## src/rtl/bridge_order_pkg.sv

```systemverilog
package bridge_order_pkg;

  typedef enum logic [1:0] {
    KIND_POST = 2'd0,
    KIND_READ = 2'd1,
    KIND_COMP = 2'd2,
    KIND_REG  = 2'd3
  } xferKind_e;

  typedef enum logic [1:0] {
    SPEC_IDLE = 2'd0,
    SPEC_ON   = 2'd1,
    SPEC_GAP  = 2'd2
  } specState_e;

  typedef struct packed {
    logic specClr;
    logic specInc;
  } ctlStrobes_t;

endpackage

```

## src/rtl/bridge_occ_counter.sv

```systemverilog
module bridge_occ_counter #(
  parameter int DEPTH = 8,
  localparam int CNT_W = $clog2(DEPTH + 1)
) (
  input  logic             clk,
  input  logic             rstN,
  input  logic             push,
  input  logic             pop,
  output logic [CNT_W-1:0] count,
  output logic             empty
);

  always_ff @(posedge clk) begin
    if (!rstN) begin
      count <= '0;
    end else begin
      case ({push, pop})
        2'b10:   count <= count + CNT_W'(1);
        2'b01:   count <= count - CNT_W'(1);
        default: count <= count;
      endcase
    end
  end

  assign empty = (count == '0);

endmodule

```

## src/rtl/bridge_order_dp.sv

```systemverilog
module bridge_order_dp
  import bridge_order_pkg::*;
#(
  parameter int DEPTH      = 8,
  parameter int SPEC_LIMIT = 16,
  localparam int CNT_W  = $clog2(DEPTH + 1),
  localparam int SPEC_W = $clog2(SPEC_LIMIT + 1)
) (
  input  logic             clk,
  input  logic             rstN,
  input  logic             c2pPush,
  input  logic             c2pPop,
  input  logic             p2cPush,
  input  logic             p2cPop,
  input  ctlStrobes_t      strb,
  output logic [CNT_W-1:0] c2pCount,
  output logic [CNT_W-1:0] p2cCount,
  output logic             c2pEmpty,
  output logic             p2cEmpty,
  output logic             specAtLimit
);

  localparam int NDIR = 2;

  logic [NDIR-1:0]            pushVec;
  logic [NDIR-1:0]            popVec;
  logic [NDIR-1:0][CNT_W-1:0] cntVec;
  logic [NDIR-1:0]            emptyVec;
  logic [SPEC_W-1:0]          specCnt;

  assign pushVec = {p2cPush, c2pPush};
  assign popVec  = {p2cPop, c2pPop};

  for (genvar d = 0; d < NDIR; d++) begin : gDir
    bridge_occ_counter #(.DEPTH(DEPTH)) uCnt (
      .clk  (clk),
      .rstN (rstN),
      .push (pushVec[d]),
      .pop  (popVec[d]),
      .count(cntVec[d]),
      .empty(emptyVec[d])
    );
  end

  assign c2pCount = cntVec[0];
  assign p2cCount = cntVec[1];
  assign c2pEmpty = emptyVec[0];
  assign p2cEmpty = emptyVec[1];

  always_ff @(posedge clk) begin
    if (!rstN) begin
      specCnt <= '0;
    end else if (strb.specClr) begin
      specCnt <= '0;
    end else if (strb.specInc) begin
      specCnt <= specCnt + SPEC_W'(1);
    end
  end

  assign specAtLimit = (specCnt == SPEC_W'(SPEC_LIMIT - 1));

endmodule

```

## src/rtl/bridge_order_ctrl.sv

```systemverilog
module bridge_order_ctrl
  import bridge_order_pkg::*;
(
  input  logic        clk,
  input  logic        rstN,
  input  logic        cfgCpuFlushRd,
  input  logic        cfgPciFlushRd,
  input  logic        cfgSpecEn,
  input  logic        cpuReq,
  input  logic [1:0]  cpuKind,
  input  logic        pciReq,
  input  logic [1:0]  pciKind,
  input  logic        c2pEmpty,
  input  logic        p2cEmpty,
  input  logic        specWant,
  input  logic        specAtLimit,
  output logic        cpuGrant,
  output logic        cpuStall,
  output logic        pciGrant,
  output logic        pciStall,
  output logic        specReq,
  output ctlStrobes_t strb
);

  xferKind_e  cpuK;
  xferKind_e  pciK;
  logic       cpuReadOk;
  logic       cpuOtherOk;
  logic       pciReadOk;
  logic       pciOtherOk;
  logic       blockC2p;
  logic       blockP2c;
  logic       cpuOk;
  logic       pciOk;
  specState_e specState;
  specState_e specNext;
  logic       specGo;

  assign cpuK = xferKind_e'(cpuKind);
  assign pciK = xferKind_e'(pciKind);

  // Ordering conditions that depend only on FIFO occupancy.
  assign cpuReadOk  = c2pEmpty && (!cfgCpuFlushRd || p2cEmpty);
  assign cpuOtherOk = c2pEmpty;
  assign pciReadOk  = p2cEmpty && (!cfgPciFlushRd || c2pEmpty);

  always_comb begin
    case (pciK)
      KIND_REG: pciOtherOk = c2pEmpty && p2cEmpty;
      default:  pciOtherOk = p2cEmpty;
    endcase
  end

  // A stalled request that waits for the opposite FIFO closes that FIFO's entry.
  assign blockC2p = pciReq && (
                      ((pciK == KIND_READ) && cfgPciFlushRd && !pciReadOk) ||
                      ((pciK == KIND_REG) && !pciOtherOk));
  assign blockP2c = cpuReq && (cpuK == KIND_READ) && cfgCpuFlushRd && !cpuReadOk;

  always_comb begin
    case (cpuK)
      KIND_POST: cpuOk = !blockC2p;
      KIND_READ: cpuOk = cpuReadOk;
      default:   cpuOk = cpuOtherOk;
    endcase
  end

  always_comb begin
    case (pciK)
      KIND_POST: pciOk = !blockP2c;
      KIND_READ: pciOk = pciReadOk;
      default:   pciOk = pciOtherOk;
    endcase
  end

  assign cpuGrant = cpuReq && cpuOk;
  assign cpuStall = cpuReq && !cpuOk;
  assign pciGrant = pciReq && pciOk;
  assign pciStall = pciReq && !pciOk;

  // Speculative request sequencer.
  assign specGo = specWant && cfgSpecEn;

  always_comb begin
    specNext     = specState;
    strb.specClr = 1'b0;
    strb.specInc = 1'b0;
    case (specState)
      SPEC_IDLE: begin
        if (specGo) begin
          specNext     = SPEC_ON;
          strb.specClr = 1'b1;
        end
      end
      SPEC_ON: begin
        if (!specGo || specAtLimit) begin
          specNext = SPEC_GAP;
        end else begin
          strb.specInc = 1'b1;
        end
      end
      SPEC_GAP: begin
        if (specGo) begin
          specNext     = SPEC_ON;
          strb.specClr = 1'b1;
        end else begin
          specNext = SPEC_IDLE;
        end
      end
      default: specNext = SPEC_IDLE;
    endcase
  end

  always_ff @(posedge clk) begin
    if (!rstN) begin
      specState <= SPEC_IDLE;
    end else begin
      specState <= specNext;
    end
  end

  assign specReq = (specState == SPEC_ON);

endmodule

```

## src/rtl/bridge_order_ctl.sv

```systemverilog
module bridge_order_ctl
  import bridge_order_pkg::*;
#(
  parameter int DEPTH      = 8,
  parameter int SPEC_LIMIT = 16,
  localparam int CNT_W = $clog2(DEPTH + 1)
) (
  input  logic             clk,
  input  logic             rstN,
  input  logic             cfgCpuFlushRd,
  input  logic             cfgPciFlushRd,
  input  logic             cfgSpecEn,
  input  logic             cpuReq,
  input  logic [1:0]       cpuKind,
  input  logic             pciReq,
  input  logic [1:0]       pciKind,
  input  logic             c2pPush,
  input  logic             c2pPop,
  input  logic             p2cPush,
  input  logic             p2cPop,
  input  logic             specWant,
  output logic             cpuGrant,
  output logic             cpuStall,
  output logic             pciGrant,
  output logic             pciStall,
  output logic [CNT_W-1:0] c2pCount,
  output logic [CNT_W-1:0] p2cCount,
  output logic             specReq
);

  ctlStrobes_t strb;
  logic        c2pEmpty;
  logic        p2cEmpty;
  logic        specAtLimit;

  bridge_order_dp #(.DEPTH(DEPTH), .SPEC_LIMIT(SPEC_LIMIT)) uDp (
    .clk        (clk),
    .rstN       (rstN),
    .c2pPush    (c2pPush),
    .c2pPop     (c2pPop),
    .p2cPush    (p2cPush),
    .p2cPop     (p2cPop),
    .strb       (strb),
    .c2pCount   (c2pCount),
    .p2cCount   (p2cCount),
    .c2pEmpty   (c2pEmpty),
    .p2cEmpty   (p2cEmpty),
    .specAtLimit(specAtLimit)
  );

  bridge_order_ctrl uCtrl (
    .clk          (clk),
    .rstN         (rstN),
    .cfgCpuFlushRd(cfgCpuFlushRd),
    .cfgPciFlushRd(cfgPciFlushRd),
    .cfgSpecEn    (cfgSpecEn),
    .cpuReq       (cpuReq),
    .cpuKind      (cpuKind),
    .pciReq       (pciReq),
    .pciKind      (pciKind),
    .c2pEmpty     (c2pEmpty),
    .p2cEmpty     (p2cEmpty),
    .specWant     (specWant),
    .specAtLimit  (specAtLimit),
    .cpuGrant     (cpuGrant),
    .cpuStall     (cpuStall),
    .pciGrant     (pciGrant),
    .pciStall     (pciStall),
    .specReq      (specReq),
    .strb         (strb)
  );

endmodule

```

## config.mk

```make
export PLATFORM = sky130hd
export DESIGN_NAME = bridge_order_ctl
export DESIGN_NICKNAME = d
export VERILOG_FILES = /design/src/rtl/bridge_order_pkg.sv /design/src/rtl/bridge_occ_counter.sv /design/src/rtl/bridge_order_dp.sv /design/src/rtl/bridge_order_ctrl.sv /design/src/rtl/bridge_order_ctl.sv
export SDC_FILE = /design/constraint.sdc
export NUM_CORES = 1
export LEC_CHECK = 0
export BUFFER_PORTS_ARGS = -buffer_cell sky130_fd_sc_hd__buf_4
export CAP_MARGIN = 5
export CORE_MARGIN = 3
export CORE_UTILIZATION = 52
export CTS_BUF_LIST = sky130_fd_sc_hd__clkbuf_2 sky130_fd_sc_hd__clkbuf_4 sky130_fd_sc_hd__clkbuf_8
export DETAILED_ROUTE_END_ITERATION = 12
export HOLD_SLACK_MARGIN = 0.08
export PLACE_DENSITY_LB_ADDON = 0.08
export SYNTH_ARGS = -nofsm -noshare
export SYNTH_HDL_FRONTEND = slang
export SYNTH_SLANG_ARGS = --single-unit
```

## constraint.sdc

```tcl
create_clock -name clk -period 2.3 [get_ports clk]
set_input_delay 0.23 -clock clk [delete_from_list [all_inputs] [get_ports clk]]
set_output_delay 0.23 -clock clk [all_outputs]
set_load 0.01 [all_outputs]
```

==> impl_metrics.ini <==
[worst_setup_path]
start_kind = flop
crit_type = flop to primary output
cp.arrival_ns = 1.73
worst_setup_path_end_kind = primary output
r2r_cells = 6
crit_chain = or4_4, o22a_1, o22ai_2, and2_1, buf_4
crit_required_ns = 2.07
cp_max_fo = 4
cp_slowest_cell = or4_4
critPathMaxStageDelay_ns = 0.56

[grt]
antenna_found_initial = 0
grt_max_degree = 14
grt_pass1_vias = 813
grt_pass1_wl_um = 3330
overflow = 0
grt_use_total_pct = 17.7

[route]
num_vias = 852
drc = 0
drt_wl_total_um = 1880
drt_iter0_markers = 8
vias_per_cell = 5.16
drt_pass1_iterations = 4
post_drt_wl_per_cell_um = 11.4
ant_nets = 0

[die]
core_area_sq_um = 1610
ios = 29
die_h_um = 48.7
start_util_pct = 58.9
row_count = 14
die_area_sq_um = 2370
die_x_um = 48.7

[finish]
final_cells = 165
design_area_sq_um = 1210
antenna_cells = 0
drive_gt1_share_pct = 24.8
fin_nets = 168
syn_to_final_growth_pct = 28.1

[sta]
max_freq_ghz = 0.509
setup_viol_count_final = 0
slew_headroom_pct = 62.4
hold_viol = 0
setup_slack_ns = 0.337
fin_skew_ns = 0.00172
slew_violations = 0
worst_pin_slew_ns = 0.558
fin_tns_setup_ns = 0
rsz0062_at_grt = false
fin_crit_ns = 1.96
finalCritPeriodShare_pct = 85.4

[synthesis]
synth_top_family_by_area = simple AND/OR/NAND/NOR gates
yosys.area_share.simple_pct = 23.0
synth-seq-cells = 15
ys_seq_area_share_pct = 31.7
synth_xor_area_share_pct = 6.46
synth_cell_types = 31
synthAdderAreaFrac_pct = 14.8
synthMuxAreaShare_pct = 5.28
yosysWarnings = 0
netlist_instances = 110
avgSynthCellArea_sq_um = 8.62
synth_nets = 136
synth_compound_area_share_pct = 13.3
syn_area_sq_um = 948

[clock_network]
cts_max_path_buffers = 2
cts_root_buffer = clkbuf_4
cts_htree_levels = 1
path_clk_slew_ns = 0.08
postCtsSetupRepairBufs = 0
cts_buffers = 3
clk_latency_ns = 0.28
tritoncts = done
cts_resized = 0
hold_buffers = 0
cts.sinks = 15

[place]
io_buffers = 28
dpl.hpwl_um = 1480
place_ws_ns = 0.564
gp_routability_congestion = 0.802
dp_cells = 161
postPlaceCellArea_sq_um = 1180

[pwr]
leakage_nw = 0.608
power_w = 0.000716
cellPowerDensity_nw_per_um2 = 589
peakVddDrop_uv = 496

[min_path]
hold_depth = 2
hp-class = input pin to flop

[outcome]
status = finished clean

[job]
max_cap_violations = 0
[worst max-delay path, delay by kind of cell, from the launching register on]
| kind | cells | cell delay, ns |
|---|---|---|
| buffers and inverters | 1 | 0.11 |
| AOI/OAI and AO/OA | 2 | 0.30 |
| and+or+nand+nor | 2 | 0.70 |
| DFF | 1 | 0.35 |
[cells in the final DEF (no fill, tap or decap), types with 2 or more instances in the layout]
cell type / n
fa_1: 2
a21o_1: 2
ha_1: 8
o21ai_0: 6
nor4_1: 2
nor2_1: 14
a21oi_1: 2
xnor2_1: 5
and2_1: 8
mux2i_1: 5
clkbuf_4: 4
inv_1: 13
nand2b_1: 3
xor2_1: 2
dfxtp_1: 15
buf_4: 28
nand2_1: 7
[flip-flops by register name (all words and copies together), names as in the netlist]
| register | count |
|---|---|
| uDp.gDir.uCnt.count | 8 |
| uDp.specCnt | 5 |
| uCtrl.specState | 2 |
[metrics by stage]
stage,utilization (%),hold slack [ns]
final,75.4,0.256
after global routing,75.4,0.247
after CTS,75.4,0.252
after detailed placement,73.5,0.499
after global placement,73.5,0.481
after floorplan,-,0.382
[cell usage after synthesis]
cell type	n	area share, %
dfxtp_1	15	32
nor2_1	14	5.5
inv_1	13	5.1
and2_1	8	5.3
ha_1	8	11
nand2_1	7	2.8
o21ai_0	6	3.2
mux2i_1	5	5.3
xnor2_1	5	4.6
nand2b_1	3	2.0
a21o_1	2	1.6
a21oi_1	2	1.1
fa_1	2	4.2
nor4_1	2	1.3
xor2_1	2	1.8
a211oi_1	1	0.79
a22o_1	1	0.92
and3_1	1	0.66
and4b_1	1	1.1
clkbuf_1	1	0.40
nand3_1	1	0.53
nor2b_1	1	0.66
nor3_2	1	1.1
nor4b_1	1	0.92
o211a_1	1	1.1
o211ai_1	1	0.79
o21a_1	1	0.79
o22a_1	1	0.92
o22ai_2	1	1.3
o2bb2ai_1	1	0.92
or4_4	1	1.2
[area by class of cell]
type	count	area [sq um]
multi-input combinational	81	596
fill	128	397
sequential	15	300
timing repair buffer	28	210
inverter	13	48.8
clock buffer	4	30.0
tap	24	30.0
[metal layers]
metal / share of wire, % / track usage (%) / up-vias
met4: 0.85 / 7.11 / 0
met3: 8.3 / 6.13 / 2
met1: 42 / 18.6 / 393
li1: - / - / 430
met2: 49 / 31.9 / 27
met5: 0 / 0 / -
[kinds of logic (layout without fill, tap and decap cells)]
| family | count (synthesis) | after routing |
|---|---|---|
| and+or+nand+nor | 41 | 41 |
| AOI/OAI and AO/OA | 18 | 18 |
| DFF | 15 | 15 |
| buffers and inverters | 14 | 45 |
| adders and majority gates | 10 | 10 |
| xor gates and xnor gates | 7 | 7 |
| muxes | 5 | 5 |
[path summary, 6_finish.rpt]
| check | start | to | slack [ns] |
|---|---|---|---|
| setup / recovery | uDp.gDir[0].uCnt.count[2] | cpuGrant | 0.34 |
| hold / removal | rstN | uDp.gDir[1].uCnt.count[0] | 0.26 |
| setup reg to reg | uDp.specCnt[0] | uDp.specCnt[1] | 0.55 |
| hold reg to reg | uDp.gDir[0].uCnt.count[3] | uDp.gDir[0].uCnt.count[3] | 0.51 |
[report_power, final]
part	switching (W)	total, W	internal, W
clock	0.0000796	0.000159	0.0000792
combinational	0.000113	0.000250	0.000137
sequential	0.0000261	0.000307	0.000281
No activity file was read; power rests on OpenSTA's default activity.
